### config.mk
export PLATFORM = sky130hd
export DESIGN_NAME = exc_mask_filter
export DESIGN_NICKNAME = d
export VERILOG_FILES = /design/src/rtl/exc_mask_pkg.sv /design/src/rtl/mask_regs.sv /design/src/rtl/exc_classify.sv /design/src/rtl/mask_gate.sv /design/src/rtl/exc_mask_filter.sv
export SDC_FILE = /design/constraint.sdc
export NUM_CORES = 1
export LEC_CHECK = 0
export ABC_AREA = 1
export BUFFER_PORTS_ARGS = -buffer_cell sky130_fd_sc_hd__buf_2
export CAP_MARGIN = 30
export CORE_UTILIZATION = 49
export DETAILED_ROUTE_END_ITERATION = 10
export PLACE_DENSITY = 0.87
export SETUP_SLACK_MARGIN = 0.1
export SLEW_MARGIN = 20
export SYNTH_ARGS = -nofsm -noshare
export SYNTH_HDL_FRONTEND = slang
export SYNTH_HIERARCHICAL = 1
export SYNTH_SLANG_ARGS = --single-unit
### constraint.sdc
create_clock -name clk -period 4.1 [get_ports clk]
set_clock_uncertainty 0.1 [all_clocks]
set_input_delay 0 -clock clk [delete_from_list [all_inputs] [get_ports clk]]
set_output_delay 0 -clock clk [all_outputs]
set_load 0.01 [all_outputs]
### src/rtl/exc_mask_pkg.sv
package exc_mask_pkg;
  localparam int unsigned NMI_TYPE  = 2;
  localparam int unsigned HARD_TYPE = 3;

  typedef enum logic [1:0] {
    SEL_GMASK = 2'd0,
    SEL_FMASK = 2'd1,
    SEL_THR   = 2'd2,
    SEL_RSVD  = 2'd3
  } msel_e;

  typedef enum logic [1:0] {
    CLS_NMI   = 2'd0,
    CLS_HARD  = 2'd1,
    CLS_OTHER = 2'd2
  } exc_cls_e;
endpackage

### src/rtl/mask_regs.sv
module mask_regs
  import exc_mask_pkg::*;
#(
  parameter int unsigned PRIO_W = 8
) (
  input  logic              clk,
  input  logic              rst_n,
  input  logic              wr_en,
  input  logic [1:0]        wr_sel,
  input  logic [PRIO_W-1:0] wr_data,
  input  logic              priv,
  input  logic [1:0]        rd_sel,
  output logic              gmask,
  output logic              fmask,
  output logic [PRIO_W-1:0] thr,
  output logic [PRIO_W-1:0] rd_data,
  output logic              acc_fault
);
  logic              gm_q, gm_d, fm_q, fm_d, fault_q, fault_d;
  logic [PRIO_W-1:0] thr_q, thr_d;
  logic              wr_ok;

  always_comb begin
    wr_ok   = wr_en && priv;
    fault_d = wr_en && !priv;
    gm_d    = gm_q;
    fm_d    = fm_q;
    thr_d   = thr_q;
    if (wr_ok) begin
      unique case (msel_e'(wr_sel))
        SEL_GMASK: gm_d  = wr_data[0];
        SEL_FMASK: fm_d  = wr_data[0];
        SEL_THR:   thr_d = wr_data;
        default:   ;
      endcase
    end
  end

  always_ff @(posedge clk or negedge rst_n) begin
    if (!rst_n) begin
      gm_q    <= 1'b0;
      fm_q    <= 1'b0;
      thr_q   <= '0;
      fault_q <= 1'b0;
    end else begin
      gm_q    <= gm_d;
      fm_q    <= fm_d;
      thr_q   <= thr_d;
      fault_q <= fault_d;
    end
  end

  always_comb begin
    rd_data = '0;
    unique case (msel_e'(rd_sel))
      SEL_GMASK: rd_data[0] = gm_q;
      SEL_FMASK: rd_data[0] = fm_q;
      SEL_THR:   rd_data    = thr_q;
      default:   rd_data    = '0;
    endcase
  end

  assign gmask     = gm_q;
  assign fmask     = fm_q;
  assign thr       = thr_q;
  assign acc_fault = fault_q;

  // refused write leaves state alone and pulses the fault output
  a_r8_user_write_refused: assert property (@(posedge clk) disable iff (!rst_n)
    (wr_en && !priv) |=> (acc_fault && $stable(gm_q) && $stable(fm_q) && $stable(thr_q)));
  // the fault pulse lasts one cycle unless a new refused write arrives
  a_r8_fault_one_cycle: assert property (@(posedge clk) disable iff (!rst_n)
    !(wr_en && !priv) |=> !acc_fault);
  // privileged threshold write lands at the edge
  a_r7_thr_write: assert property (@(posedge clk) disable iff (!rst_n)
    (wr_en && priv && wr_sel == 2'd2) |=> (thr_q == $past(wr_data)));
  // reserved select changes nothing
  a_r10_rsvd_write: assert property (@(posedge clk) disable iff (!rst_n)
    (wr_en && priv && wr_sel == 2'd3) |=> ($stable(gm_q) && $stable(fm_q) && $stable(thr_q) && !acc_fault));
endmodule

### src/rtl/exc_classify.sv
module exc_classify
  import exc_mask_pkg::*;
#(
  parameter int unsigned TYPE_W = 9
) (
  input  logic [TYPE_W-1:0] exc_type,
  output exc_cls_e          cls
);
  always_comb begin
    if (exc_type == TYPE_W'(NMI_TYPE))       cls = CLS_NMI;
    else if (exc_type == TYPE_W'(HARD_TYPE)) cls = CLS_HARD;
    else                                     cls = CLS_OTHER;
  end
endmodule

### src/rtl/mask_gate.sv
module mask_gate
  import exc_mask_pkg::*;
#(
  parameter int unsigned PRIO_W = 8
) (
  input  exc_cls_e          cls,
  input  logic [PRIO_W-1:0] prio,
  input  logic              gmask,
  input  logic              fmask,
  input  logic [PRIO_W-1:0] thr,
  output logic              allow
);
  logic thr_block;

  always_comb begin
    thr_block = (thr != '0) && (prio >= thr);
    unique case (cls)
      CLS_NMI:  allow = 1'b1;
      CLS_HARD: allow = !fmask;
      default:  allow = !fmask && !gmask && !thr_block;
    endcase
  end
endmodule

### src/rtl/exc_mask_filter.sv
module exc_mask_filter
  import exc_mask_pkg::*;
#(
  parameter int unsigned PRIO_W = 8,
  parameter int unsigned TYPE_W = 9
) (
  input  logic              clk,
  input  logic              rst_n,
  input  logic              pend_valid,
  input  logic [TYPE_W-1:0] pend_type,
  input  logic [PRIO_W-1:0] pend_prio,
  input  logic              priv,
  input  logic              wr_en,
  input  logic [1:0]        wr_sel,
  input  logic [PRIO_W-1:0] wr_data,
  input  logic [1:0]        rd_sel,
  output logic [PRIO_W-1:0] rd_data,
  output logic              take_ok,
  output logic              acc_fault
);
  logic              gmask, fmask, allow, ok_d, ok_q;
  logic [PRIO_W-1:0] thr;
  exc_cls_e          cls;

  mask_regs #(.PRIO_W(PRIO_W)) u_regs (
    .clk(clk), .rst_n(rst_n), .wr_en(wr_en), .wr_sel(wr_sel), .wr_data(wr_data),
    .priv(priv), .rd_sel(rd_sel), .gmask(gmask), .fmask(fmask), .thr(thr),
    .rd_data(rd_data), .acc_fault(acc_fault)
  );

  exc_classify #(.TYPE_W(TYPE_W)) u_cls (.exc_type(pend_type), .cls(cls));

  mask_gate #(.PRIO_W(PRIO_W)) u_gate (
    .cls(cls), .prio(pend_prio), .gmask(gmask), .fmask(fmask), .thr(thr), .allow(allow)
  );

  always_comb ok_d = pend_valid && allow;

  always_ff @(posedge clk or negedge rst_n) begin
    if (!rst_n) ok_q <= 1'b0;
    else        ok_q <= ok_d;
  end

  assign take_ok = ok_q;

  // NMI always passes
  a_r2_nmi_passes: assert property (@(posedge clk) disable iff (!rst_n)
    (pend_valid && pend_type == TYPE_W'(NMI_TYPE)) |=> take_ok);
  // global mask blocks ordinary exceptions
  a_r3_gmask_blocks: assert property (@(posedge clk) disable iff (!rst_n)
    (gmask && pend_valid && pend_type != TYPE_W'(NMI_TYPE) && pend_type != TYPE_W'(HARD_TYPE)) |=> !take_ok);
  // fault mask blocks everything but NMI
  a_r4_fmask_blocks: assert property (@(posedge clk) disable iff (!rst_n)
    (fmask && pend_valid && pend_type != TYPE_W'(NMI_TYPE)) |=> !take_ok);
  // inclusive threshold compare
  a_r5_thr_blocks: assert property (@(posedge clk) disable iff (!rst_n)
    (thr != '0 && pend_prio >= thr && pend_valid &&
     pend_type != TYPE_W'(NMI_TYPE) && pend_type != TYPE_W'(HARD_TYPE)) |=> !take_ok);
  // nothing pending, nothing taken
  a_r9_idle_low: assert property (@(posedge clk) disable iff (!rst_n)
    !pend_valid |=> !take_ok);
endmodule

==> metrics.md, run 1 <==
| Metric | Value |
|---|---|
| Share of the core filled with cells | `between 70% and 80%` |
| All-Layer GR Usage | `roughly 26%` |
| CTS sink cnt | `12` |
| Clk slew on worst S/H paths | `about 0.08 ns` |
| Max_slew headroom | `82.8%` |
| Area delta synth->final | `42.9%` |
| Routed WL | `2520 um` |
| RSZ-0062 raised after global routing | `false` |
| Pwr/cell area | `around 300 nW/um^2` |
| DRC errors left | `0` |
| Detailed Place HPWL | `1780 um` |
| Clk_lat worst skew | `0.27 ns` |
| GRT Residual Overflow | `0` |
| Core ar. | `1760 sq um` |
| Nets | `245` |
| Ratio of cells with drive above 1 in the final layout | `between 20% and 30%` |
| Required @ worst endpoint | `around 4.2 ns` |
| Cells after Synth | `around 140` |
| Max-slew violation count | `0` |
| Maximum VDD drop | `about 230 uV` |
| Crit path DAT | `approximately 1.7 ns` |
| Syn avg cell area | `6.55 sq um` |
| Cell taking the most area after synthesis | `dfrtp_1` |
| Sum Neg Setup Slack | `0 ns` |
| Final period util | `39.1%` |
| CTS root buf | `clkbuf_4` |
| Worst Path Max Fanout | `3` |
| Post-synthesis sequential area ratio | `32.0%` |
| Cell variety after synth | `16` |
| First-pass GRT wire length | `about 3800 um` |
| Yosys top cell area share | `about a third` |
| CTS tree | `done` |
| Ant diodes | `0` |
| I/O pins | `between 40 and 50` |
| Initial DRC Count | `20` |
| Wire per inst | `about 11 um` |
| Final ANT Viol Nets | `0` |
| Setup Crit Path Kind | `reg -> reg` |
| MaxCap Viol Count | `0` |
| Max H-tree Level | `1` |
| TritonCTS buffer count | `3` |
| Lkg Pwr | `0.848 nW` |
| Post-CTS Resized | `0` |
| GP Congestion | `approximately 0.8` |
| Row count | `15` |
| Initial antenna violation count | `0` |
| Net Count, Synth | `185` |
| # port buffers | `43` |
| Mapped Area | `around 940 sq um` |
| Max Fclk | `624 MHz` |
| Drt pass-1 iters | `4` |
| Top cells by area, synth | `dfrtp_1 (32%), nand2_1 (18%), inv_1 (13%), ha_1 (11%), nand3_1 (7.5%)` |
| Crit path time final | `1.60 ns` |
| CP startpoint kind | `flop` |
| Die height | `about 46 um` |
| Vias in the first global route | `between 900 and 1,000` |
| Yosys reg bits | `12` |
| Worst Tran Pin Value | `0.258 ns` |
| Status | `finished, final reports clean` |
| Via/cell ratio | `4.69` |
| Starting Density | `53.1%` |
| Fill cells | `140` |
| Fin. Hold Viols | `0` |
| Die ar. | `approximately 2100 sq um` |
| Die W | `45.7 um` |
| CP Capture Type | `flop` |
| Worst min path class | `in -> reg` |
| Maximum number of pins on one net before global-route repair | `14` |
| Clk buf depth | `2` |
| Setup violations, final | `0` |
| Vias after detailed routing | `1,065` |
| Total of warnings raised by yosys | `6` |
-- cells in the mapped netlist, drive strengths merged --
| library cell | n |
|---|---|
| nand2 | 48 |
| inv | 35 |
| nor2 | 19 |
| nand3 | 14 |
| dfrtp | 12 |
| ha | 8 |
| a21oi | 2 |
| nor3 | 2 |
| buf | 1 |
| nand4 | 1 |
| o21a | 1 |
-- per-layer routing --
layer | global-route usage, % | wire (um)
met5 | 0 | 0
met4 | 10.0 | 30
met3 | 3.97 | 92
met2 | 51.4 | 1440
met1 | 26.0 | 960
-- sequential cells by signal (all words and copies together) (netlist names) --
register and count:
u_regs/acc_fault 1, u_regs/fmask 1, u_regs/thr 8, take_ok 1, u_regs/gmask 1
-- where the power goes --
part | internal, mW | switching [mW] | total, mW
logic | 0.0661 | 0.0788 | 0.145
registers | 0.139 | 0.0223 | 0.161
clock network | 0.0539 | 0.0398 | 0.0937
-- cell families (layout without fill, tap and decap cells) --
family / Yosys count / after routing / share of synthesized area, %
AND/OR/NAND/NOR: 84 / 84 / 40.1
buffers and inverters: 36 / 95 / 15.2
flip-flops: 12 / 12 / 32.0
adder cells (fa/ha/maj): 8 / 8 / 10.7
AO/OA/AOI/OAI: 3 / 3 / 2.00
-- layout make-up --
class	count	area [sq um]	share of cell area [%]
clock buffer	4	36.3	2.71
inverter	35	131	9.81
multi-input combinational	95	494	36.9
sequential	12	300	22.4
tap	25	31.3	2.34
timing repair buffer	56	345	25.8
-- through the flow --
stage	setup WS [ns]	cells	cell area [sq um]	power, mW	hold slack [ns]
after floorplan	2.70	143	937	0.246	-0.396
after global placement	2.60	210	1170	0.286	-0.215
after detailed placement	2.54	210	1170	0.295	-0.215
after CTS	2.53	227	1340	0.396	0.00555
after global routing	2.37	227	1340	0.426	0.0124
final	2.50	227	1340	0.400	0.00107
-- worst paths after layout --
check / startpoint / to / slack (ns) / cells past startpoint
min reg2reg: u_regs/thr[1] / u_regs/thr[1] / 0.44 / 2
min in group asynchronous: rst_n / u_regs/thr[7] / 0.05 / 2
max in group asynchronous: rst_n / take_ok / 3.64 / 2
max: u_regs/thr[3] / take_ok / 2.50 / 13
max reg2reg: u_regs/thr[3] / take_ok / 2.50 / 13
min: wr_sel[0] / u_regs/thr[5] / 0.001 / 4
-- timing repair --
item,4_1_cts,5_1_grt
endpoints found under the hold margin,24,0
hold buffers,13,0
buffers inserted,0,0
-- cells in the final DEF, fill, tap and decap left out --
cell type	Yosys	layout
nand2_4	1	1
inv_1	32	32
nor2_2	2	2
buf_2	0	43
inv_2	3	3
nor2_8	1	1
clkbuf_8	0	1
clkbuf_4	0	3
ha_1	8	8
nor2_1	16	16
nand4_2	1	1
nor3_1	2	2
a21oi_1	2	2
nand2_2	1	1
nand2_1	46	46
dfrtp_1	12	12
dlygate4sd3_1	0	13
o21a_2	1	1
nand3_1	14	14
-- critical path: stages, from the launching register on --
cell	delay [ns]
dfrtp_1	0.42
inv_1	0.10
ha_1	0.30
nand2_1	0.06
nor2_1	0.10
nor2_1	0.04
nand2_1	0.05
nand2_1	0.05
nand2_1	0.05
nand2_1	0.05
nand2_1	0.05
nand2_1	0.05
nand2_1	0.06
inv_1	0.04
(Power assumes the default switching activity.)
==> run 2, diff against run 1 <==
--- a/config.mk
+++ b/config.mk
@@ -8,9 +8,9 @@
 export ABC_AREA = 1
 export BUFFER_PORTS_ARGS = -buffer_cell sky130_fd_sc_hd__buf_2
 export CAP_MARGIN = 30
-export CORE_UTILIZATION = 49
+export CORE_UTILIZATION = 46
 export DETAILED_ROUTE_END_ITERATION = 10
-export PLACE_DENSITY = 0.87
+export PLACE_DENSITY = 0.82
 export SETUP_SLACK_MARGIN = 0.1
 export SLEW_MARGIN = 20
 export SYNTH_ARGS = -nofsm -noshare
==> constraint.sdc (replaced) <==
create_clock -name clk -period 1.6 [get_ports clk]
set_clock_uncertainty 0.1 [all_clocks]
set_input_delay 0 -clock clk [delete_from_list [all_inputs] [get_ports clk]]
set_output_delay 0 -clock clk [all_outputs]
set_load 0.01 [all_outputs]
==> run 2 against run 1 <==
Effect of this change:
- clock power increased by 95%
- combinational power increased to 3.4 times the previous value
- utilization increased by 4.9 points
- sequential share of layout area decreased by 2.0 points
- wire length increased by 12%
- worst hold slack improved by 0.012 ns
- first-iteration DRC count decreased by 30%
- critical path type unchanged
- critical endpoint unchanged
- largest cell class unchanged
- largest power group is now combinational logic
==> metrics.md, run 2 (synthesized netlist as in run 1, its figures left out) <==
| Metric | Value |
|---|---|
| Via/cell ratio | `4.77` |
| Final ANT Viol Nets | `0` |
| Max reg flops | `8` |
| Required @ worst endpoint | `around 1.7 ns` |
| CTS sink cnt | `12` |
| Fin. Hold Viols | `0` |
| Final period util | `95.1%` |
| Crit path time final | `roughly 1.5 ns` |
| Share of the core filled with cells | `between 80% and 90%` |
| Area delta synth->final | `57.0%` |
| Crit path cell chain | `inv_1, ha_1, a21oi_1, o21a_2, nand2_1, nand2_1, nand2_1, nand2_1, nand2_1, inv_1` |
| Max-slew violation count | `0` |
| Crit path max-delay cell type | `dfrtp_1` |
| Ant diodes | `0` |
| Clk buf depth | `2` |
| Worst Tran Pin Value | `0.270 ns` |
| WP buf/inv | `2` |
| Comb power frac | `45.7%` |
| Sequential Power Share | `between 30% and 40%` |
| Final Power | `1.09 mW` |
| Final WS setup | `a little under 0.08 ns` |
| Die ar. | `2220 sq um` |
| Switching power total | `about 0.4 mW` |
| GRT Residual Overflow | `0` |
| Max H-tree Level | `1` |
| Die W | `47.1 um` |
| Die height | `approximately 47 um` |
| GP Congestion | `0.761` |
| CTS tree | `done` |
| Vias after detailed routing | `roughly 1,100` |
| DRC errors left | `0` |
| Crit path DAT | `roughly 1.6 ns` |
| Routed WL | `approximately 2800 um` |
| Status | `finished, final reports clean` |
| I/O pins | `44` |
| Starting Density | `around 50%` |
| Most common cell type on the critical path | `nand2_1` |
| P_int | `0.686 mW` |
| Clk network pwr share | `16.8%` |
| CTS root buf | `clkbuf_4` |
| Pwr/cell area | `739 nW/um^2` |
| Lkg Pwr | `slightly below 0.9 nW` |
| Worst min path class | `in -> reg` |
| Multi-input logic area | `between 500 and 600 sq um` |
| CP Capture Type | `flop` |
| Worst Path Max Fanout | `4` |
| Core ar. | `1820 sq um` |
| Row count | `15` |
| Clk_lat worst skew | `0.27 ns` |
| Ratio of cells with drive above 1 in the final layout | `a little over a third` |
| Drt pass-1 iters | `4` |
| Post-place setup slack | `roughly 0.045 ns` |
| Vias in the first global route | `about 1,100` |
| Crit-path max cell delay | `between 0.4 and 0.5 ns` |
| # port buffers | `43` |
| Max Fclk | `approximately 660 MHz` |
| Sum Neg Setup Slack | `0 ns` |
| Max_slew headroom | `between 80% and 90%` |
| Detailed Place HPWL | `1770 um` |
| Wire per inst | `about 12 um` |
| Most frequent cells in the layout | `nand2_1 (43), buf_2 (43), inv_1 (28)` |
| Setup Crit Path Kind | `reg -> reg` |
| All-Layer GR Usage | `approximately a quarter` |
| TritonCTS buffer count | `3` |
| Switching Fraction | `36.9%` |
| Nets | `between 200 and 300` |
| Initial DRC Count | `14` |
| CP top delay family | `flip-flops` |
| MaxCap Viol Count | `0` |
| Maximum number of pins on one net before global-route repair | `14` |
| RSZ-0062 raised after global routing | `true` |
| First-pass GRT wire length | `between 3000 and 4000 um` |
| Setup violations, final | `0` |
| CP startpoint kind | `flop` |
| Maximum VDD drop | `around 660 uV` |
| Fill cells | `roughly 120` |
| Clk slew on worst S/H paths | `around 0.08 ns` |
| Initial antenna violation count | `0` |
| Reg area | `300 sq um` |
-- run 2: cell types whose count changed in the layout (fill, tap and decap cells not counted), moves of 2 or more --
| cell | previous run | this run |
|---|---|---|
| nand2_2 | 1 | 3 |
| buf_4 | 0 | 7 |
| nand2_1 | 46 | 43 |
| inv_2 | 3 | 6 |
| inv_1 | 32 | 28 |
| ha_4 | 0 | 5 |
| ha_1 | 8 | 3 |
-- run 2: final timing paths --
check                              startpoint          endpoint  slack, ns  depth (start not counted)
worst max-delay path            u_regs/thr[4]           take_ok       0.08                         10
worst max register to register  u_regs/thr[4]           take_ok       0.08                         10
worst min-delay path                wr_sel[0]     u_regs/thr[0]       0.01                          4
min in group asynchronous               rst_n           take_ok       0.05                          2
worst min register to register   u_regs/gmask      u_regs/gmask       0.44                          2
max in group asynchronous               rst_n  u_regs/acc_fault       1.13                          2
-- run 2: final cells by class --
| cell class | count | area share, % |
|---|---|---|
| inverters | 35 | 9.27 |
| clock buffers | 3 | 1.53 |
| repair buffers | 64 | 27.7 |
| multi-input cells | 95 | 38.9 |
| well taps | 25 | 2.13 |
| flip-flops and latches | 12 | 20.4 |
-- run 2: power groups by stage --
stage	logic, mW	registers (mW)	clock network, mW
after floorplan	0.229	0.401	0
after global placement	0.341	0.407	0
after detailed placement	0.357	0.410	0
after CTS	0.415	0.401	0.177
after global routing	0.554	0.413	0.192
final	0.496	0.407	0.183
-- run 2: what timing repair did --
item	in CTS	in global routing
cloned	0	0
pin swaps	1	3
hold buffers	14	0
setup endpoints to repair	1	2
resized for setup	2	14
endpoints found under the hold margin	24	0
setup buffers	3	2
-- run 2: metrics by stage --
step                      cell area, sq um  std cells  hold slack, ns
after floorplan                        937        143          -0.396
after global routing                  1470        234          0.0209
final                                 1470        234          0.0126
after global placement                1190        212          -0.213
after detailed placement              1190        212          -0.216
after CTS                             1390        232         0.00857
-- run 2: tightest hold or removal path: stages --
cell and delay (ns):
buf_2 0.16, nor2_8 0.08, nand3_1 0.06, nand2_1 0.05
-- run 2: metal layers --
metal / part of all wire [%] / routed length (um) / GRT usage [%] / vias to the layer above
met5: 0 / 0 / 0 / -
met4: 1.6 / 45 / 12.0 / 0
met1: 37 / 1030 / 27.5 / 516
li1: - / - / - / 564
met3: 3.5 / 97 / 3.85 / 8
met2: 58 / 1640 / 46.9 / 29
==> run 3, diff against run 2 <==
--- a/config.mk
+++ b/config.mk
@@ -5,12 +5,12 @@
 export SDC_FILE = /design/constraint.sdc
 export NUM_CORES = 1
 export LEC_CHECK = 0
-export ABC_AREA = 1
 export BUFFER_PORTS_ARGS = -buffer_cell sky130_fd_sc_hd__buf_2
 export CAP_MARGIN = 30
-export CORE_UTILIZATION = 46
+export CORE_UTILIZATION = 43
 export DETAILED_ROUTE_END_ITERATION = 10
-export PLACE_DENSITY = 0.82
+export GPL_TIMING_DRIVEN = 1
+export PLACE_DENSITY = 0.8
 export SETUP_SLACK_MARGIN = 0.1
 export SLEW_MARGIN = 20
 export SYNTH_ARGS = -nofsm -noshare
==> run 3 against run 2 <==
Effect of this change:
- via count fell by 26%
- largest power group is now sequential cells
- combinational power shrank 22%
- highest routed layer unchanged
- sequential share of layout area up 3.4 points
==> metrics.md, run 3 <==
| Metric | Value |
|---|---|
| Status | `finished, final reports clean` |
| Crit path DAT | `about 1.6 ns` |
| All-Layer GR Usage | `approximately a quarter` |
| CTS sink cnt | `12` |
| Max Fclk | `about 650 MHz` |
| Crit-path max cell delay | `~0.43 ns` |
| Crit path max-delay cell type | `dfrtp_1` |
| Max H-tree Level | `1` |
| Clk_lat worst skew | `0.28 ns` |
| Post-synthesis sequential area ratio | `between 30% and 40%` |
| Reg area | `300 sq um` |
| Required @ worst endpoint | `approximately 1.7 ns` |
| Final period util | `96.2%` |
| Multi-input logic area | `about 500 sq um` |
| Via/cell ratio | `between 5 and 6` |
| Maximum VDD drop | `around 670 uV` |
| Cell taking the most area after synthesis | `dfrtp_1` |
| Clk slew on worst S/H paths | `around 0.07 ns` |
| Dpl cells | `approximately 140` |
| Area delta synth->final | `55.6%` |
| Sum Neg Setup Slack | `0 ns` |
| Core ar. | `between 1500 and 2000 sq um` |
| Fill cells | `approximately 130` |
| Initial DRC Count | `27` |
| Most common cell in the synthesized netlist | `dfrtp_1` |
| Yosys top cell area share | `37.0%` |
| Worst min path class | `in -> async` |
| Routed WL | `between 2000 and 2500 um` |
| Nets | `approximately 180` |
| Top cells by area, synth | `dfrtp_1 (37%), mux2_2 (14%), ha_1 (12%), and2_1 (6.2%), inv_1 (3.7%)` |
| EDFF count, synth | `0` |
| CP Capture Type | `flop` |
| Synth async-reset ratio | `100%` |
| Max reg flops | `8` |
| GP Congestion | `between 0.7 and 0.8` |
| Most common cell after layout, fill and taps aside | `buf_2` |
| Hold slack | `approximately 0.021 ns` |
| Mapped Area | `just over 800 sq um` |
| Clk buf depth | `2` |
| Fin cells | `about 160` |
| Vias after detailed routing | `832` |
| Most frequent cells after synthesis | `dfrtp_1 (12), mux2_2 (10), and2_1 (8), ha_1 (8), inv_1 (8)` |
| Final Power | `around 1.1 mW` |
| # port buffers | `43` |
| CTS tree | `done` |
| Final ANT Viol Nets | `0` |
| Syn avg cell area | `10.8 sq um` |
| Cells after Synth | `75` |
| Crit path cell chain | `ha_1, nand2b_1, a31oi_1, nor3_1, o21ai_1, and2_1` |
| Setup Crit Path Kind | `reg -> reg` |
| Pwr/cell area | `835 nW/um^2` |
| Detailed Place HPWL | `around 1600 um` |
| Vias in the first global route | `849` |
| CP startpoint kind | `flop` |
| Ant diodes | `0` |
| Most frequent cells in the layout | `buf_2 (43), dlygate4sd3_1 (13), dfrtp_1 (12)` |
| Die W | `45.4 um` |
| RSZ-0062 raised after global routing | `true` |
| TritonCTS buffer count | `3` |
| Maximum number of pins on one net before global-route repair | `13` |
| Max-slew violation count | `0` |
| Worst Tran Pin Value | `~0.37 ns` |
| Worst Path Max Fanout | `4` |
| MaxCap Viol Count | `0` |
| CTS root buf | `clkbuf_4` |
| Net Count, Synth | `between 100 and 150` |
| GRT Residual Overflow | `0` |
| DRC errors left | `0` |
| Ys flop type | `dfrtp_1` |
| Crit path time final | `1.54 ns` |
| Setup violations, final | `0` |
| Fin. Hold Viols | `0` |
| First-pass GRT wire length | `~3500 um` |
| Initial antenna violation count | `0` |
| Lkg Pwr | `around 0.65 nW` |
| Total of warnings raised by yosys | `6` |
| I/O pins | `44` |
| Max_slew headroom | `roughly three quarters` |
| Row count | `15` |
| Ratio of cells with drive above 1 in the final layout | `approximately half` |
| Die height | `around 45 um` |
| Wire per inst | `13.5 um` |
| Starting Density | `46.5%` |
| Yosys reg bits | `12` |
| Reg2Reg Depth | `6` |
| Cell variety after synth | `28` |
| Die ar. | `between 2000 and 2500 sq um` |
| Drt pass-1 iters | `5` |
run 3: cell types whose count changed after synthesis, sizes merged, moves of 2 or more:
cell and change:
nor2 -16, nand3 -14, nand2 -47, and2 +8
a31oi +2, nor4 +2, inv -27, nand4b +2
o21ai +4, mux2 +10
run 3: repair_timing:
| item | 4_1_cts | 5_1_grt |
|---|---|---|
| buffers inserted | 3 | 0 |
| setup endpoints to repair | 1 | 1 |
| endpoints found under the hold margin | 24 | 0 |
| hold buffers | 13 | 0 |
| pin swaps | 4 | 0 |
| gates resized for setup | 3 | 1 |
run 3: cell type report:
type	instances	area share, %
multi-input combinational	55	39.3
timing repair buffer	59	29.2
sequential	12	23.8
clock buffer	4	2.88
tap	25	2.48
inverter	8	2.38
run 3: through the flow:
stage | cell area, sq um | utilization [%] | worst slack [ns]
detailed placement | 1060 | 60.6 | 0.0344
CTS | 1260 | 72.3 | 0.0898
floorplan | 811 | - | 0.125
finish | 1260 | 72.3 | 0.0601
global route | 1260 | 72.3 | -0.0202
global placement | 1060 | 60.6 | 0.0675
run 3: worst max-delay path, delay by kind of cell (launching register included):
kind                       cells  cell delay [ns]
AOI/OAI and AO/OA              2             0.16
and+or+nand+nor                3             0.45
DFF                            1             0.43
adders and majority gates      1             0.30
run 3: logic make-up after synthesis:
kind of cell / share of synthesized area (%)
simple gates: 24.2
flops: 37.0
mux: 15.1
compound gates: 7.56
buf+inv: 3.70
fa+ha+maj: 12.3
run 3: final timing paths:
path | start | end | slack, ns
setup / recovery | u_regs/thr[0] | take_ok | 0.06
hold / removal | rst_n | u_regs/thr[7] | 0.02
setup reg to reg | u_regs/thr[0] | take_ok | 0.06
hold reg to reg | u_regs/thr[4] | u_regs/thr[4] | 0.47
max in group asynchronous | rst_n | u_regs/thr[2] | 1.17
min in group clk | wr_sel[1] | u_regs/thr[2] | 0.09
run 3: where the power goes:
part	leakage, nW	switching [mW]	internal (mW)
sequential	0.146	0.0571	0.364
clock	0.0210	0.106	0.139
combinational	0.487	0.167	0.220
run 3: metal layers:
metal / track usage, % / vias up / part of all wire (%)
met5: 0 / - / 0
met4: 9.09 / 0 / 4.8
li1: - / 397 / -
met3: 7.14 / 14 / 5.8
met1: 24.1 / 381 / 37
met2: 46.3 / 40 / 52
